===== src/rtl/ser_pkg.sv =====
package ser_pkg;
  typedef enum logic [1:0] {
    PH_CMD  = 2'd0,
    PH_DATA = 2'd1,
    PH_DONE = 2'd2
  } phase_e;

  localparam logic DIR_READ = 1'b1;
endpackage


===== src/rtl/ser_edge_sync.sv =====
module ser_edge_sync (
  input  logic clk,
  input  logic rst,
  input  logic sclk,
  input  logic cs_n,
  input  logic sdi,
  output logic sclk_rise,
  output logic sclk_fall,
  output logic cs_idle,
  output logic sdi_s
);
  logic s1, s2;

  always_ff @(posedge clk) begin
    if (rst) begin
      s1      <= 1'b0;
      s2      <= 1'b0;
      cs_idle <= 1'b1;
      sdi_s   <= 1'b0;
    end else begin
      s1      <= sclk;
      s2      <= s1;
      cs_idle <= cs_n;
      sdi_s   <= sdi;
    end
  end

  assign sclk_rise = s1 & ~s2;
  assign sclk_fall = ~s1 & s2;
endmodule


===== src/rtl/ser_frame_ctl.sv =====
module ser_frame_ctl
  import ser_pkg::*;
#(
  parameter int ADDR_W = 5,
  parameter int DATA_W = 8,
  parameter int SKIP_W = 2,
  localparam int CMD_W      = 1 + ADDR_W + SKIP_W,
  localparam int FRAME_BITS = CMD_W + DATA_W,
  localparam int CNT_W      = $clog2(FRAME_BITS + 1),
  localparam int IDX_W      = $clog2(DATA_W)
) (
  input  logic              clk,
  input  logic              rst,
  input  logic              sclk_rise,
  input  logic              sclk_fall,
  input  logic              cs_idle,
  input  logic              sdi_s,
  input  logic [DATA_W-1:0] rd_word,
  output logic [ADDR_W-1:0] addr,
  output logic              wr_en,
  output logic [DATA_W-1:0] wr_data,
  output logic              sdo,
  output logic              sdo_oe,
  output logic [CNT_W-1:0]  bit_cnt,
  output logic              rw
);
  phase_e           ph;
  logic [IDX_W-1:0] didx;

  always_comb begin
    if (bit_cnt < CNT_W'(CMD_W))           ph = PH_CMD;
    else if (bit_cnt < CNT_W'(FRAME_BITS)) ph = PH_DATA;
    else                                   ph = PH_DONE;
  end

  assign didx = IDX_W'(bit_cnt - CNT_W'(CMD_W));

  always_ff @(posedge clk) begin
    if (rst) begin
      addr    <= '0;
      wr_data <= '0;
    end else if (!cs_idle && sclk_rise && ph != PH_DONE) begin
      if (bit_cnt != '0 && bit_cnt <= CNT_W'(ADDR_W))
        addr <= {sdi_s, addr[ADDR_W-1:1]};
      if (ph == PH_DATA)
        wr_data <= {sdi_s, wr_data[DATA_W-1:1]};
    end
  end

  always_ff @(posedge clk) begin
    if (rst || cs_idle) begin
      bit_cnt <= '0;
      rw      <= 1'b0;
      wr_en   <= 1'b0;
      sdo     <= 1'b0;
      sdo_oe  <= 1'b0;
    end else begin
      wr_en <= 1'b0;
      if (sclk_rise && ph != PH_DONE) begin
        bit_cnt <= bit_cnt + 1'b1;
        if (bit_cnt == '0)
          rw <= sdi_s;
        if (bit_cnt == CNT_W'(FRAME_BITS - 1) && rw != DIR_READ)
          wr_en <= 1'b1;
      end
      if (sclk_fall) begin
        if (rw == DIR_READ && ph == PH_DATA) begin
          sdo    <= rd_word[didx];
          sdo_oe <= 1'b1;
        end else begin
          sdo    <= 1'b0;
          sdo_oe <= 1'b0;
        end
      end
    end
  end
endmodule


===== src/rtl/ser_reg_bank.sv =====
module ser_reg_bank #(
  parameter int ADDR_W = 5,
  parameter int DATA_W = 8,
  localparam int DEPTH = 1 << ADDR_W
) (
  input  logic              clk,
  input  logic              rst,
  input  logic              wr_en,
  input  logic [ADDR_W-1:0] wr_addr,
  input  logic [DATA_W-1:0] wr_data,
  input  logic [ADDR_W-1:0] ra_addr,
  output logic [DATA_W-1:0] ra_data,
  input  logic [ADDR_W-1:0] rb_addr,
  output logic [DATA_W-1:0] rb_data
);
  logic [DATA_W-1:0] mem [DEPTH];
  logic [DEPTH-1:0]  written;
  logic [DATA_W-1:0] ra_q, rb_q;
  logic              ra_v, rb_v;

  always_ff @(posedge clk) begin
    if (wr_en)
      mem[wr_addr] <= wr_data;
    ra_q <= mem[ra_addr];
    rb_q <= mem[rb_addr];
  end

  always_ff @(posedge clk) begin
    if (rst) begin
      written <= '0;
      ra_v    <= 1'b0;
      rb_v    <= 1'b0;
    end else begin
      if (wr_en)
        written[wr_addr] <= 1'b1;
      ra_v <= written[ra_addr];
      rb_v <= written[rb_addr];
    end
  end

  assign ra_data = ra_v ? ra_q : '0;
  assign rb_data = rb_v ? rb_q : '0;
endmodule


===== src/rtl/ser_reg_slave.sv =====
module ser_reg_slave #(
  parameter int ADDR_W = 5,
  parameter int DATA_W = 8,
  parameter int SKIP_W = 2,
  localparam int CMD_W      = 1 + ADDR_W + SKIP_W,
  localparam int FRAME_BITS = CMD_W + DATA_W,
  localparam int CNT_W      = $clog2(FRAME_BITS + 1)
) (
  input  logic              clk,
  input  logic              rst,
  input  logic              cs_n,
  input  logic              sclk,
  input  logic              sdi,
  output logic              sdo,
  output logic              sdo_oe,
  input  logic [ADDR_W-1:0] tap_addr,
  output logic [DATA_W-1:0] tap_data
);
  logic              sclk_rise, sclk_fall, cs_idle, sdi_s;
  logic [ADDR_W-1:0] addr;
  logic              wr_en, rw;
  logic [DATA_W-1:0] wr_data, rd_word;
  logic [CNT_W-1:0]  bit_cnt;

  ser_edge_sync u_sync (
    .clk(clk), .rst(rst), .sclk(sclk), .cs_n(cs_n), .sdi(sdi),
    .sclk_rise(sclk_rise), .sclk_fall(sclk_fall),
    .cs_idle(cs_idle), .sdi_s(sdi_s)
  );

  ser_frame_ctl #(.ADDR_W(ADDR_W), .DATA_W(DATA_W), .SKIP_W(SKIP_W)) u_ctl (
    .clk(clk), .rst(rst), .sclk_rise(sclk_rise), .sclk_fall(sclk_fall),
    .cs_idle(cs_idle), .sdi_s(sdi_s), .rd_word(rd_word),
    .addr(addr), .wr_en(wr_en), .wr_data(wr_data),
    .sdo(sdo), .sdo_oe(sdo_oe), .bit_cnt(bit_cnt), .rw(rw)
  );

  ser_reg_bank #(.ADDR_W(ADDR_W), .DATA_W(DATA_W)) u_bank (
    .clk(clk), .rst(rst), .wr_en(wr_en), .wr_addr(addr), .wr_data(wr_data),
    .ra_addr(addr), .ra_data(rd_word),
    .rb_addr(tap_addr), .rb_data(tap_data)
  );
endmodule


===== config.mk =====
export PLATFORM = sky130hd
export DESIGN_NAME = ser_reg_slave
export DESIGN_NICKNAME = d
export VERILOG_FILES = /design/src/rtl/ser_pkg.sv /design/src/rtl/ser_edge_sync.sv /design/src/rtl/ser_frame_ctl.sv /design/src/rtl/ser_reg_bank.sv /design/src/rtl/ser_reg_slave.sv
export SDC_FILE = /design/constraint.sdc
export NUM_CORES = 1
export LEC_CHECK = 0
export CORE_ASPECT_RATIO = 0.75
export CORE_UTILIZATION = 45
export CTS_CLUSTER_DIAMETER = 80
export CTS_CLUSTER_SIZE = 20
export DETAILED_ROUTE_END_ITERATION = 10
export PLACE_DENSITY_LB_ADDON = 0.12
export SYNTH_ARGS = -nofsm -noshare
export SYNTH_HDL_FRONTEND = slang
export SYNTH_HIERARCHICAL = 1
export SYNTH_SLANG_ARGS = --single-unit

===== constraint.sdc =====
create_clock -name clk -period 2.8 [get_ports clk]
set_input_delay 0.42 -clock clk [delete_from_list [all_inputs] [get_ports clk]]
set_output_delay 0.42 -clock clk [all_outputs]
set_load 0.02 [all_outputs]

== Yosys cells after proc, flatten, opt, wreduce, memory -nomap -nowiden ==
Memory sizes are Yosys's and may differ from the RTL's. A register that Yosys moved wholly into a read port is not among the register bits.
Cells that the tools add are included.
Widths: inputs -> output; s select.

* Add/sub/neg operators: 2
* $lt $le $gt $ge: 7
* Equality and inequality tests: 3
* Muxes and demuxes: 17
* Bitwise operators: 7
* Reductions and logical operators: 15

{| class="wikitable"
|+ Operator list
! cell !! number
|-
| $or 32x32->32 || 1
|-
| $mux 8 || 2
|-
| $lt 5x6->1 const B || 2
|-
| $bmux 1 s5 || 2
|-
| $mux 1 || 9
|-
| $logic_and 1x1->1 || 7
|-
| $reduce_and 2->1 || 3
|-
| $add 5x1->5 const B || 1
|-
| $demux 1 s5 || 1
|-
| $eq 5x4->1 const B || 1
|-
| $ge 5x1->1 const B || 1
|-
| $le 5x3->1 const B || 1
|-
| $logic_not 5->1 || 1
|-
| $lt 5x4->1 const B || 1
|-
| $lt 5x5->1 const B || 1
|-
| $reduce_bool 5->1 || 1
|-
| $lt 3x4->1 const B || 1
|-
| $mux 2 || 2
|-
| $not 1->1 || 4
|-
| $bmux 1 s3 || 1
|-
| $sub 3x1->3 const B || 1
|-
| $and 1x1->1 || 2
|-
| $eq 2x1->1 const B || 1
|-
| $ne 2x2->1 const B || 1
|-
| other kinds (3) || 3
|}

* Register bits after elaboration: 60
* RAM bits: 256
* Bits of input ports: 10
* Output and inout bits: 10
* Memories kept: 1

{| class="wikitable"
|+ Memory list
! name !! depth !! width !! rd ports !! clocked after memory_dff !! write ports !! line !! text
|-
| u_bank.mem || 32 || 8 || 2 || 2 || 1 || ser_reg_bank.sv:16 || <nowiki>logic [DATA_W-1:0] mem [DEPTH];</nowiki>
|}

== Longest topological paths before layout ==
* Depth after elaboration: 7
* Mapped depth: 7
* Depth with buffers taken out: 6

== Cells and area by module ==
Netlist, hierarchy kept.

{| class="wikitable"
|+ Modules (own cells, without submodules)
! module !! times used !! cells each !! area each (um2)
|-
| ser_reg_bank || 1 || 712 || 13,783.2
|-
| ser_frame_ctl || 1 || 100 || 1,002.2
|-
| ser_edge_sync || 1 || 10 || 117.6
|}

== Least setup slack after synthesis ==
No wires, ideal clock.

* Kind: input port to flip-flop
* Start point: input port tap_addr[1]
* End point: register u_bank.rb_q[0] (read register of u_bank.mem)
* Arrival: 2.089 ns
* Required time: 2.679 ns
* Setup slack: 0.590 ns
* Stages: 5
* Buffers on the path: 2
* Cell sequence: clkbuf_1 buf_1 mux4_2 mux4_2 mux2_2

{| class="wikitable"
|+ RTL lines
! what !! line !! text
|-
| from (decl) || ser_reg_slave.sv:16 || <nowiki>input logic [ADDR_W-1:0] tap_addr,</nowiki>
|-
| to (decl) || ser_reg_bank.sv:18 || <nowiki>logic [DATA_W-1:0] ra_q, rb_q;</nowiki>
|}

== Final worst setup path ==
* Start point: register u_bank.rb_v
* End point: output port tap_data[3]

* Longest elaborated chain between the ends: 1

{| class="wikitable"
|+ RTL lines
! what !! line !! text
|-
| from (decl) || ser_reg_bank.sv:19 || <nowiki>logic ra_v, rb_v;</nowiki>
|-
| from (signal assigned) || ser_reg_bank.sv:37 || <nowiki>rb_v <= written[rb_addr];</nowiki>
|-
| $mux 8 || ser_reg_bank.sv:42 || <nowiki>assign rb_data = rb_v ? rb_q : '0;</nowiki>
|-
| to (decl) || ser_reg_slave.sv:17 || <nowiki>output logic [DATA_W-1:0] tap_data</nowiki>
|}

No other way between the ends.

==> out/results.ini <==
[drt]
first_iter_violations=814
drc=0
first_pass_iters=5
wire_per_inst_um=28.8
viasPerCell=6.13
routed_wirelength_um=38900
vias=8285
ant_nets=0

[setup_path]
rrSetupSlack_ps=440
cp-start-kind=register
rr_startpoint=u_ctl/addr[1]
setup.worst_path.end=tap_data[3]
startpoint=u_bank/rb_v
worstReg2RegEnd=u_bank/ra_q[0]
critPathArrivalTime_ps=2010
end_kind=primary output
reg2regPathDepth=6
path_max_fanout=8
critPathKind=reg -> out
cp.required_ps=2380

[cells_and_area]
fillers=2623
area_growth_pct=12.5
final_common_cell=edfxtp_1
final_area_sq_um=16800
final_layout_size_suffix_gt1_share_pct=34.1
final_nets=910
layout_common_cells=256 x edfxtp_1, 174 x mux4_2, 121 x nor2_1
finish.utilization_pct=51.7
n_antenna_cell=0

[global_routing]
grt_pass1_vias=8389
grt_max_degree=41
antenna_found_initial=1
track_usage_pct=23.8
grt_pass1_wl_um=57500
grt_overflow_total=0

[cts]
cts_root_buf=clkbuf_16
insertion_delay_ps=530
cts_buffer_depth=3
htreeDepth=1
cts.sinks=332
holdBufCountCts=0
cts_buffers=20
ctsResizeCount=0
clk_pin_slew_ps=90
postCtsSetupRepairBufs=0
cts_tree=done

[sta]
fin_ws_ps=374
tightest_slew_ps=1220
fin_skew_ps=18.5
fin_crit_ps=2430
setup_tns_ps=0
rsz0062_at_grt=false
hold_viol_final=0
fmax_mhz=412
finalSetupViolCount=0
maxSlewHeadroom_pct=18.9
slew_violations=0
fin_crit_sh_pct=86.7

[die]
die_w_um=212
top_level_ports=20
start_util_pct=45.9
core.rowCount=57
dieArea_sq_um=33900
core_sq_um=32400
fp.dieH_um=160

[pwr]
p_leak_nw=5.40
powerDensity_nw_per_um2=514
peakVddDrop_v=0.000348
p_comb_share_pct=4.1
power.internal_w=0.00684
p_switching_w=0.00178
seqPwrFrac_pct=61.0
clkPwrFrac_pct=34.9
swShare_pct=20.6

[logic_synthesis]
ys.flop_type=edfxtp_1
postSynth.asyncResetShare_pct=0
yosysWarningCount=6
syn_area_sq_um=14900
synth-seq-cells=332
synth_area_per_cell_sq_um=18.1
syn_inst=822
syn_nets=836
ys_types=46
synth-edff-count=256
ys_seq_area_share_pct=61.8

[placement]
place_ws_ps=337
hpwl_um=26100
routabilityCongestion=0.847
numPortBuffers=19
dpl_cell_area_sq_um=16200

[outcome]
status=finished clean

[min_path]
worstHoldPathType=in -> reg

[job]
drv_cap=0

-- power groups by stage --
stage	Sequential, W	Clock, W	Combinational [W]
2_1_floorplan	0.00536	0	0.000242
4_1_cts	0.00526	0.00308	0.000356
5_1_grt	0.00526	0.00326	0.000372
3_5_place_dp	0.00537	0	0.000355
3_3_place_gp	0.00537	0	0.000352
6_report	0.00526	0.00301	0.000352
-- Yosys cell counts, types with 2 or more instances --
master,count,share of area (%)
buf_1,2,0.050
or3b_2,4,0.24
buf_2,18,0.60
dfxtp_1,76,10
buf_4,7,0.35
clkbuf_1,25,0.63
nand2_1,26,0.65
nor2_1,121,3.0
mux4_2,174,26
inv_1,5,0.13
or2_2,2,0.084
and2_1,16,0.67
edfxtp_1,256,52
nand3b_1,5,0.25
ha_1,4,0.34
nand3_1,5,0.17
a21oi_1,2,0.067
and3_1,2,0.084
mux2_2,11,0.83
a2111oi_0,2,0.12
nand2b_1,3,0.13
mux2i_1,23,1.5
nor2b_1,8,0.34
or3_1,2,0.084
xnor2_1,2,0.12
-- area by class of cell --
class	count	area [sq um]	area share [%]
repair buffers	105	963	5.75
multi-input cells	430	5420	32.3
clock inverters	1	8.76	0.0522
clock buffers	35	578	3.45
inverters	7	26.3	0.157
well taps	442	553	3.30
flip-flops and latches	332	9220	55.0
-- kinds of logic after synthesis --
| group | count (synthesis) | synth area share (%) |
|---|---|---|
| buffers and inverters | 60 | 1.89 |
| xor gates and xnor gates | 3 | 0.176 |
| AOI/OAI and AO/OA | 12 | 0.731 |
| DFF | 332 | 61.8 |
| and+or+nand+nor | 202 | 6.23 |
| adders and majority gates | 4 | 0.336 |
| muxes | 209 | 28.8 |
-- sequential cells by signal (all words and copies together) (netlist names) --
signal,flops
u_bank/ra_v,1
u_bank/ra_q,8
u_ctl/wr_data,8
u_sync/sdi_s,1
u_ctl/wr_en,1
u_ctl/sdo,1
u_bank/written,32
u_sync/s2,1
u_ctl/addr,5
u_ctl/bit_cnt,5
u_ctl/sdo_oe,1
u_bank/rb_q,8
u_sync/cs_idle,1
u_bank/mem,256
u_ctl/rw,1
u_sync/s1,1
u_bank/rb_v,1
-- metal layers --
metal,vias to the layer above,GRT usage (%),share of wire [%]
met5,-,0,0
met2,356,35.0,45
met4,0,5.53,2.3
met3,55,4.73,8.0
met1,4407,36.6,45
li1,3467,-,-
-- worst max-delay path: stages (launching register included) --
cell and delay, ps:
dfxtp_1 620, and2_1 230, clkdlybuf4s50_1 620
-- through the flow --
stage / power [W] / hold WS (ps) / cells
3_5_place_dp: 0.00573 / 460 / 1316
5_1_grt: 0.00889 / 351 / 1352
2_1_floorplan: 0.00560 / 451 / 822
4_1_cts: 0.00870 / 323 / 1352
6_report: 0.00862 / 330 / 1352
3_3_place_gp: 0.00572 / 458 / 1316
-- worst min-delay path by stage --
stage | end | cells past startpoint | from
6_report | u_bank/written[30] | 2 | rst
4_1_cts | u_ctl/addr[2] | 2 | rst
2_1_floorplan | u_bank/written[30] | 2 | u_bank/written[30]
3_5_place_dp | u_ctl/sdo | 2 | u_ctl/sdo
5_1_grt | u_bank/written[30] | 2 | rst
3_3_place_gp | u_ctl/sdo | 2 | u_ctl/sdo
Note: power is estimated with default switching activity, not from simulation.
